--- src/rtl/usub_pkg.sv ---
package usub_pkg;
  typedef enum logic {
    ST_IDLE = 1'b0,
    ST_CORR = 1'b1
  } usub_state_e;
endpackage

--- src/rtl/usub_addsub_core.sv ---
module usub_addsub_core #(
  parameter int unsigned W = 8
) (
  input  logic [W-1:0] a_i,
  input  logic [W-1:0] b_i,
  input  logic         sub_i,
  output logic [W-1:0] sum_o,
  output logic         cout_o
);
  logic [W-1:0] b_x;

  always_comb begin
    logic carry;
    carry = sub_i;
    for (int i = 0; i < W; i++) begin
      b_x[i]   = b_i[i] ^ sub_i;
      sum_o[i] = a_i[i] ^ b_x[i] ^ carry;
      carry    = (a_i[i] & b_x[i]) | (carry & (a_i[i] ^ b_x[i]));
    end
    cout_o = carry;
  end
endmodule

--- src/rtl/usub_ctrl.sv ---
module usub_ctrl
  import usub_pkg::*;
#(
  parameter int unsigned W = 8
) (
  input  logic         clk_i,
  input  logic         rst_ni,
  input  logic         start_i,
  input  logic [W-1:0] sum_i,
  input  logic         cout_i,
  output logic         corr_o,
  output logic [W-1:0] raw_o,
  output logic         done_o,
  output logic         valid_o,
  output logic         sign_o,
  output logic [W-1:0] mag_o
);
  usub_state_e state_q;

  assign corr_o = (state_q == ST_CORR);

  always_ff @(posedge clk_i or negedge rst_ni) begin
    if (!rst_ni) begin
      state_q <= ST_IDLE;
      raw_o   <= '0;
      done_o  <= 1'b0;
      valid_o <= 1'b0;
      sign_o  <= 1'b0;
      mag_o   <= '0;
    end else begin
      done_o <= 1'b0;
      unique case (state_q)
        ST_IDLE: begin
          if (start_i) begin
            if (cout_i) begin
              // no borrow: first pass is final
              mag_o   <= sum_i;
              sign_o  <= 1'b0;
              done_o  <= 1'b1;
              valid_o <= 1'b1;
            end else begin
              raw_o   <= sum_i;
              valid_o <= 1'b0;
              state_q <= ST_CORR;
            end
          end
        end
        ST_CORR: begin
          mag_o   <= sum_i;
          sign_o  <= 1'b1;
          done_o  <= 1'b1;
          valid_o <= 1'b1;
          state_q <= ST_IDLE;
        end
        default: state_q <= ST_IDLE;
      endcase
    end
  end
endmodule

--- src/rtl/usub_mag_top.sv ---
module usub_mag_top #(
  parameter int unsigned W = 8
) (
  input  logic         clk_i,
  input  logic         rst_ni,
  input  logic         start_i,
  input  logic [W-1:0] m_i,
  input  logic [W-1:0] n_i,
  output logic         done_o,
  output logic         valid_o,
  output logic         sign_o,
  output logic [W-1:0] mag_o
);
  localparam logic SUB_SEL = 1'b1;

  logic         corr;
  logic [W-1:0] raw;
  logic [W-1:0] core_a, core_b, core_sum;
  logic         core_cout;

  // pass 1: M - N ; pass 2: 0 - raw
  assign core_a = corr ? '0  : m_i;
  assign core_b = corr ? raw : n_i;

  usub_addsub_core #(.W(W)) u_core (
    .a_i    (core_a),
    .b_i    (core_b),
    .sub_i  (SUB_SEL),
    .sum_o  (core_sum),
    .cout_o (core_cout)
  );

  usub_ctrl #(.W(W)) u_ctrl (
    .clk_i   (clk_i),
    .rst_ni  (rst_ni),
    .start_i (start_i),
    .sum_i   (core_sum),
    .cout_i  (core_cout),
    .corr_o  (corr),
    .raw_o   (raw),
    .done_o  (done_o),
    .valid_o (valid_o),
    .sign_o  (sign_o),
    .mag_o   (mag_o)
  );
endmodule

--- config.mk ---
export PLATFORM = sky130hd
export DESIGN_NAME = usub_mag_top
export DESIGN_NICKNAME = d
export VERILOG_FILES = /design/src/rtl/usub_pkg.sv /design/src/rtl/usub_addsub_core.sv /design/src/rtl/usub_ctrl.sv /design/src/rtl/usub_mag_top.sv
export SDC_FILE = /design/constraint.sdc
export NUM_CORES = 1
export LEC_CHECK = 0
export CORE_ASPECT_RATIO = 2
export CORE_MARGIN = 2
export CORE_UTILIZATION = 30
export DETAILED_ROUTE_END_ITERATION = 16
export PLACE_DENSITY = 0.6
export SETUP_SLACK_MARGIN = 0.3
export SLEW_MARGIN = 30
export SYNTH_ARGS = -nofsm -noshare
export SYNTH_HDL_FRONTEND = slang
export SYNTH_SLANG_ARGS = --single-unit
--- constraint.sdc ---
create_clock -name clk_i -period 8.9 [get_ports clk_i]
set_input_delay 0.89 -clock clk_i [delete_from_list [all_inputs] [get_ports clk_i]]
set_output_delay 0.89 -clock clk_i [all_outputs]
set_load 0.01 [all_outputs]
### After elaboration in Yosys (flattened, before gate mapping)

Cells that the tools add are included.

| word-level totals | value |
|---|---|
| register bits after elaboration | 20 |
| bits in latches | 0 |
| memory bits (writable) | 0 |
| bits in read-only memories | 0 |
| output and inout bits | 11 |
| logic and storage cells | 75 |
| memories kept | 0 |

| cells by class | value |
|---|---|
| $add $sub $neg | 0 |
| $mul | 0 |
| div/mod/pow operators | 0 |
| magnitude comparators | 0 |
| equal/unequal tests | 2 |
| shift operators | 0 |
| mux-type cells | 16 |
| bitwise operators | 49 |
| reductions and logical operators | 2 |

Operators with widths:

| kind | number |
|---|---|
| 8-bit 2-to-1 mux | 4 |
| 8-bit case mux with 2 select lines | 1 |
| 1-bit AND | 15 |
| 1-bit XOR | 15 |
| 1-bit NOT | 11 |
| 1-bit bitwise OR | 8 |
| 1-bit case mux with 2 select lines | 4 |
| 1-bit 2-to-1 mux | 7 |
| 2-bit inequality test, second input constant | 2 |
| 3-bit AND reduction | 1 |
| 2-bit AND reduction | 1 |

### Logic depth before layout (Yosys ltp)

| depth | value |
|---|---|
| word-level depth | 21 |
| gate-level depth with buffers | 16 |
| gate-level depth less buffers | 12 |

### By module

From an unflattened synthesis, not the netlist that was laid out.

| second synthesis, totals | value |
|---|---|
| cells, all modules | 93 |
| area total of the unflattened synthesis | 1229.9 µm² |

By module, submodules not included:

| module | instances | cells each | area an instance (µm²) |
|---|---|---|---|
| usub_ctrl | 1 | 44 | 744.5 |
| usub_addsub_core | 1 | 30 | 287.8 |
| usub_mag_top | 1 | 19 | 197.7 |

### Least setup slack after synthesis

Ideal clock, no wire load.

| timing path | value |
|---|---|
| path type | input port to flip-flop |
| start point | in n_i[0] |
| end point | reg u_ctrl.mag_o[6] |
| library setup time | 0.125 ns |
| data arrival time | 4.244 ns |
| required time | 8.775 ns |
| path slack | 4.531 ns |
| stages on the path | 14 |
| path buffers | 2 |
| cell sequence | mux2_2 ha_1 fa_1 fa_1 fa_1 fa_1 fa_1 inv_1 fa_1 fa_1 buf_4 a21o_1 buf_6 mux2_4 |

| on the way | value |
|---|---|
| word-level cells in the longest chain between the ends | 20 |

Ends and longest elaborated chain:

| element | RTL line | text |
|---|---|---|
| start: declaration | usub_mag_top.sv:8 | `input logic [W-1:0] n_i,` |
| 8-bit 2-to-1 mux (*) | usub_mag_top.sv:23 | `assign core_b = corr ? raw : n_i;` |
| 1-bit NOT (no line) (*) | -- |  |
| 1-bit AND / 1-bit XOR (equally long branches) | usub_addsub_core.sv:18 | `carry = (a_i[i] & b_x[i]) \| (carry & (a_i[i] ^ b_x[i]));` |
| 1-bit bitwise OR (*) | usub_addsub_core.sv:18 |  |
| 1-bit AND (*) | usub_addsub_core.sv:18 |  |
| 1-bit bitwise OR (*) | usub_addsub_core.sv:18 |  |
| 1-bit AND (*) | usub_addsub_core.sv:18 |  |
| 1-bit bitwise OR (*) | usub_addsub_core.sv:18 |  |
| [4 not listed] | -- |  |
| 1-bit AND (*) | usub_addsub_core.sv:18 |  |
| 1-bit bitwise OR (*) | usub_addsub_core.sv:18 |  |
| 1-bit AND | usub_addsub_core.sv:18 |  |
| 1-bit bitwise OR | usub_addsub_core.sv:18 |  |
| 1-bit AND | usub_addsub_core.sv:18 |  |
| 1-bit bitwise OR | usub_addsub_core.sv:18 |  |
| 2-bit inequality test (no line) | -- |  |
| 2-bit AND reduction (no line) | -- |  |
| end signal: assignment | usub_ctrl.sv:37 | `mag_o <= sum_i;` |
| end signal: assignment | usub_ctrl.sv:49 | `mag_o <= sum_i;` |
| end: declaration | usub_ctrl.sv:16 | `output logic [W-1:0] mag_o` |

Every way passes the cells marked *; elsewhere a longest branch is shown, timed or not. The select of a mux whose other input is x is not followed.
A chain may end at the register's enable or synchronous reset.

### Worst setup path after layout

| timing path | value |
|---|---|
| start point | reg u_ctrl.state_q (netlist: u_ctrl.corr_o) |
| end point | reg u_ctrl.mag_o[7] |

| on the way | value |
|---|---|
| word-level cells in the longest chain between the ends | 20 |

Ends and longest elaborated chain:

| element | RTL line | text |
|---|---|---|
| start: declaration | usub_ctrl.sv:18 | `usub_state_e state_q;` |
| start signal: assignment | usub_ctrl.sv:24 | `state_q <= ST_IDLE;` |
| start signal: assignment | usub_ctrl.sv:44 | `state_q <= ST_CORR;` |
| start signal: assignment | usub_ctrl.sv:53 | `state_q <= ST_IDLE;` |
| 8-bit 2-to-1 mux | usub_mag_top.sv:23 |  |
| 1-bit NOT (no line) | -- |  |
| 1-bit AND / 1-bit XOR (equally long branches) | usub_addsub_core.sv:18 |  |
| 1-bit bitwise OR | usub_addsub_core.sv:18 |  |
| 1-bit AND | usub_addsub_core.sv:18 |  |
| 1-bit bitwise OR | usub_addsub_core.sv:18 |  |
| 1-bit AND | usub_addsub_core.sv:18 |  |
| 1-bit bitwise OR | usub_addsub_core.sv:18 |  |
| [4 not listed] | -- |  |
| 1-bit AND | usub_addsub_core.sv:18 |  |
| 1-bit bitwise OR | usub_addsub_core.sv:18 |  |
| 1-bit AND | usub_addsub_core.sv:18 |  |
| 1-bit bitwise OR | usub_addsub_core.sv:18 |  |
| 1-bit XOR / 1-bit AND (equally long branches) | usub_addsub_core.sv:17, usub_addsub_core.sv:18 |  |
| 8-bit 2-to-1 mux / 1-bit bitwise OR (equally long branches) | usub_ctrl.sv:35, usub_addsub_core.sv:18 |  |
| 8-bit 2-to-1 mux / 2-bit inequality test (equally long branches) | -- |  |
| 8-bit case mux with 2 select lines / 2-bit AND reduction (equally long branches) | -- |  |

Parallel ways exist; a longest one is shown, timed or not. The select of a mux whose other input is x is not followed.

==> impl_metrics.csv <==
group,metric,value,unit
placement,dpl.hpwl,1620,um
route,drtAntennaViolNets,0,
floorplanning,die_h,90.1,um
layout,num_antenna_cells,0,
route,wirelength,2060,um
setup_path,crit_top_cell,"fa_1",
power_and_ir_drop,ir_drop,0.155,mV
clock_tree,cts_sinks,20,
clock_tree,cts_tree,"done",
sta,slew_violations,0,
sta,rsz0062_at_grt,"no",
global_route,grt_pass1_vias,743,
yosys,yosys.area_share.simple,0.0596,
power_and_ir_drop,p_total,0.475,mW
yosys,ys_types,18,
yosys,synth_top_family_by_area,"multiplexers",
setup_path,crit_chain,"mux2_2 > ha_1 > fa_1 > fa_1 > fa_1 > fa_1 > fa_1 > inv_1 > fa_1 > fa_1 > a21o_1 > mux2_4",
setup_path,r2r-start,"u_ctrl.corr_o",
yosys,ys_ff_latch,20,
clock_tree,cts_buffer_depth,2,
setup_path,crit_buf_inv,1,
yosys,synth-xor-area-share,0,
yosys,synth_compound_area_frac,0.0889,
min_path,hold_start,"u_ctrl.sign_o",
setup_path,crit_type,"flip-flop to flip-flop",
setup_path,worst_path_max_delay_cell,"dfrtp_1",
setup_path,critPathCaptureType,"flip-flop",
floorplanning,core,3570,sq um
clock_tree,cts-root-buf,"clkbuf_8",
power_and_ir_drop,p_per_area,326,nW/um^2
yosys,synth.net_count,113,
setup_path,r2r_cells,12,
sta,worst_clock_skew,0.00468,ns
clock_tree,clk_pin_slew,0.08,ns
setup_path,critPathMaxStageDelay,0.88,ns
global_route,antenna_found_initial,0,
setup_path,crit_fanout,25,
flow_run,max_cap_viol_count,0,
route,post_drt_wl_per_cell,12.8,um
sta,worstMarginPinSlew,0.893,ns
route,dr.pass1.iters,2,
sta,relSlewSlack,0.402,
floorplanning,initial_core_util,0.312,
sta,period_minus_slack,4.92,ns
power_and_ir_drop,leakage,0.618,nW
placement,io_buffers,29,
route,drtIter0Drc,1,
floorplanning,die_area,4240,sq um
floorplanning,die_x,47.1,um
clock_tree,post-cts-setup-buffers,0,
yosys,synthAdderAreaFrac,0.137,
yosys,ys_seq_area_frac,0.450,
yosys,syn_area,1110,sq um
setup_path,worstReg2RegEnd,"u_ctrl.mag_o[7]",
clock_tree,cts_resized,0,
global_route,grt.total_usage,0.111,
clock_tree,clk_latency,0.25,ns
placement,globalplace.congestion,0.664,
sta,hold_viol,0,
setup_path,cpLargestDelayFamily,"adder cells",
yosys,avgSynthCellArea,12.9,sq um
min_path,hold_end,"u_ctrl.sign_o",
floorplanning,pin_count,30,
layout,drive_above_1_share,0.152,
sta,tns,0,ns
global_route,grt_max_degree,26,
clock_tree,htreeDepth,1,
yosys,synthCells,86,
min_path,hold_path.class,"flip-flop to flip-flop",
yosys,ys_warn_count,0,
global_route,overflow,0,
layout,area_growth,31.0,%
sta,finalSetupViolCount,0,
setup_path,critPathRequiredTime,9.05,ns
placement,dp.cells,157,
run_status,run_status,"finished, final reports clean",
sta,clock.fmax,203,MHz
setup_path,crit_arrival,5.07,ns
min_path,worstHoldPathCells,1,
setup_path,startpoint_type,"flip-flop",
yosys,muxShareOfSynthArea,0.187,
floorplanning,fp-row-count,31,
global_route,grt_pass1_wl,3520,um
sta,min_period_over_period,0.553,
clock_tree,hold_buffers,0,
route,drc,0,
route,viasPerCell,4.41,
route,vias,710,
clock_tree,cts_buffers,3,
layout,final_cells,161,
setup_path,reg2reg_slack,3.98,ns
layout,num-nets-final,140,
[power by group]
part / switching (mW) / leakage, nW / internal, mW / total (mW)
registers: 0.0325 / 0.230 / 0.137 / 0.169
clock network: 0.0304 / 0.0288 / 0.0393 / 0.0697
logic: 0.0987 / 0.359 / 0.137 / 0.236
[state kept, by name (all words and copies together) (netlist names)]
register and flops:
u_ctrl.corr_o 1, u_ctrl.done_o 1, u_ctrl.mag_o 8, u_ctrl.raw_o 8, u_ctrl.sign_o 1, u_ctrl.valid_o 1
[synth_stat cells (all sizes together)]
library cell / n / share of area
mux2i: 8 / 0.072
nor3b: 1 / 0.011
a21o: 3 / 0.021
dfrtp: 20 / 0.45
ha: 1 / 0.011
buf: 7 / 0.051
nand2b: 6 / 0.034
a21oi: 6 / 0.027
mux2: 10 / 0.11
inv: 8 / 0.027
fa: 7 / 0.13
nand2: 1 / 0.0034
nor2b: 2 / 0.011
a211oi: 6 / 0.040
[stage by stage]
stage	util	worst slack (ns)	hold WS (ns)	instance area, sq um
6_report	0.408	3.98	0.501	1460
5_1_grt	0.408	3.73	0.510	1460
4_1_cts	0.410	3.94	0.501	1460
3_5_place_dp	0.394	3.69	0.482	1410
3_3_place_gp	0.394	3.74	0.461	1410
2_1_floorplan	-	4.53	0.482	1110
[placed cells by master (no fill, tap or decap), types with 2 or more instances in the layout]
cell | netlist | routed
a211oi_1 | 6 | 6
a21o_1 | 2 | 2
a21oi_1 | 6 | 6
clkbuf_8 | 0 | 4
clkdlybuf4s50_1 | 0 | 28
dfrtp_1 | 20 | 20
fa_1 | 7 | 7
inv_1 | 8 | 8
mux2_2 | 6 | 6
mux2_4 | 4 | 4
mux2i_1 | 8 | 8
nand2b_1 | 6 | 6
nor2b_1 | 2 | 2
[metal layers]
metal	GRT usage	wire (um)
met1	0.133	825
met3	0.0181	60
met2	0.189	1150
met4	0.0347	28
met5	0	0
[worst register-to-register path, cell delays in order, from the launching register on]
cell     delay [ns]
dfrtp_1        0.88
mux2_2         0.42
ha_1           0.19
fa_1           0.38
fa_1           0.40
fa_1           0.41
fa_1           0.39
fa_1           0.38
inv_1          0.08
fa_1           0.18
fa_1           0.37
a21o_1         0.40
mux2_4         0.33
[layout make-up]
class	count	area, sq um
Sequential cell	20	500
Inverter	8	30.0
Tap cell	49	61.3
Fill cell	377	2110
Clock buffer	4	55.1
Multi-Input combinational cell	51	526
Timing Repair Buffer	29	285
[cells by family after synthesis]
logic type,Yosys count
simple gates,10
compound gates,15
mux,18
fa+ha+maj,8
buf+inv,15
flops,20
[worst max path at each step]
stage                        from               to  cells past startpoint
finish              u_ctrl.corr_o  u_ctrl.mag_o[7]                     12
global route        u_ctrl.corr_o  u_ctrl.mag_o[6]                     12
CTS                 u_ctrl.corr_o  u_ctrl.mag_o[6]                     12
detailed placement         n_i[0]  u_ctrl.mag_o[6]                     13
global placement           n_i[0]  u_ctrl.mag_o[6]                     13
floorplan                  n_i[0]  u_ctrl.mag_o[6]                     14
Note: power is estimated with default switching activity, not from simulation.
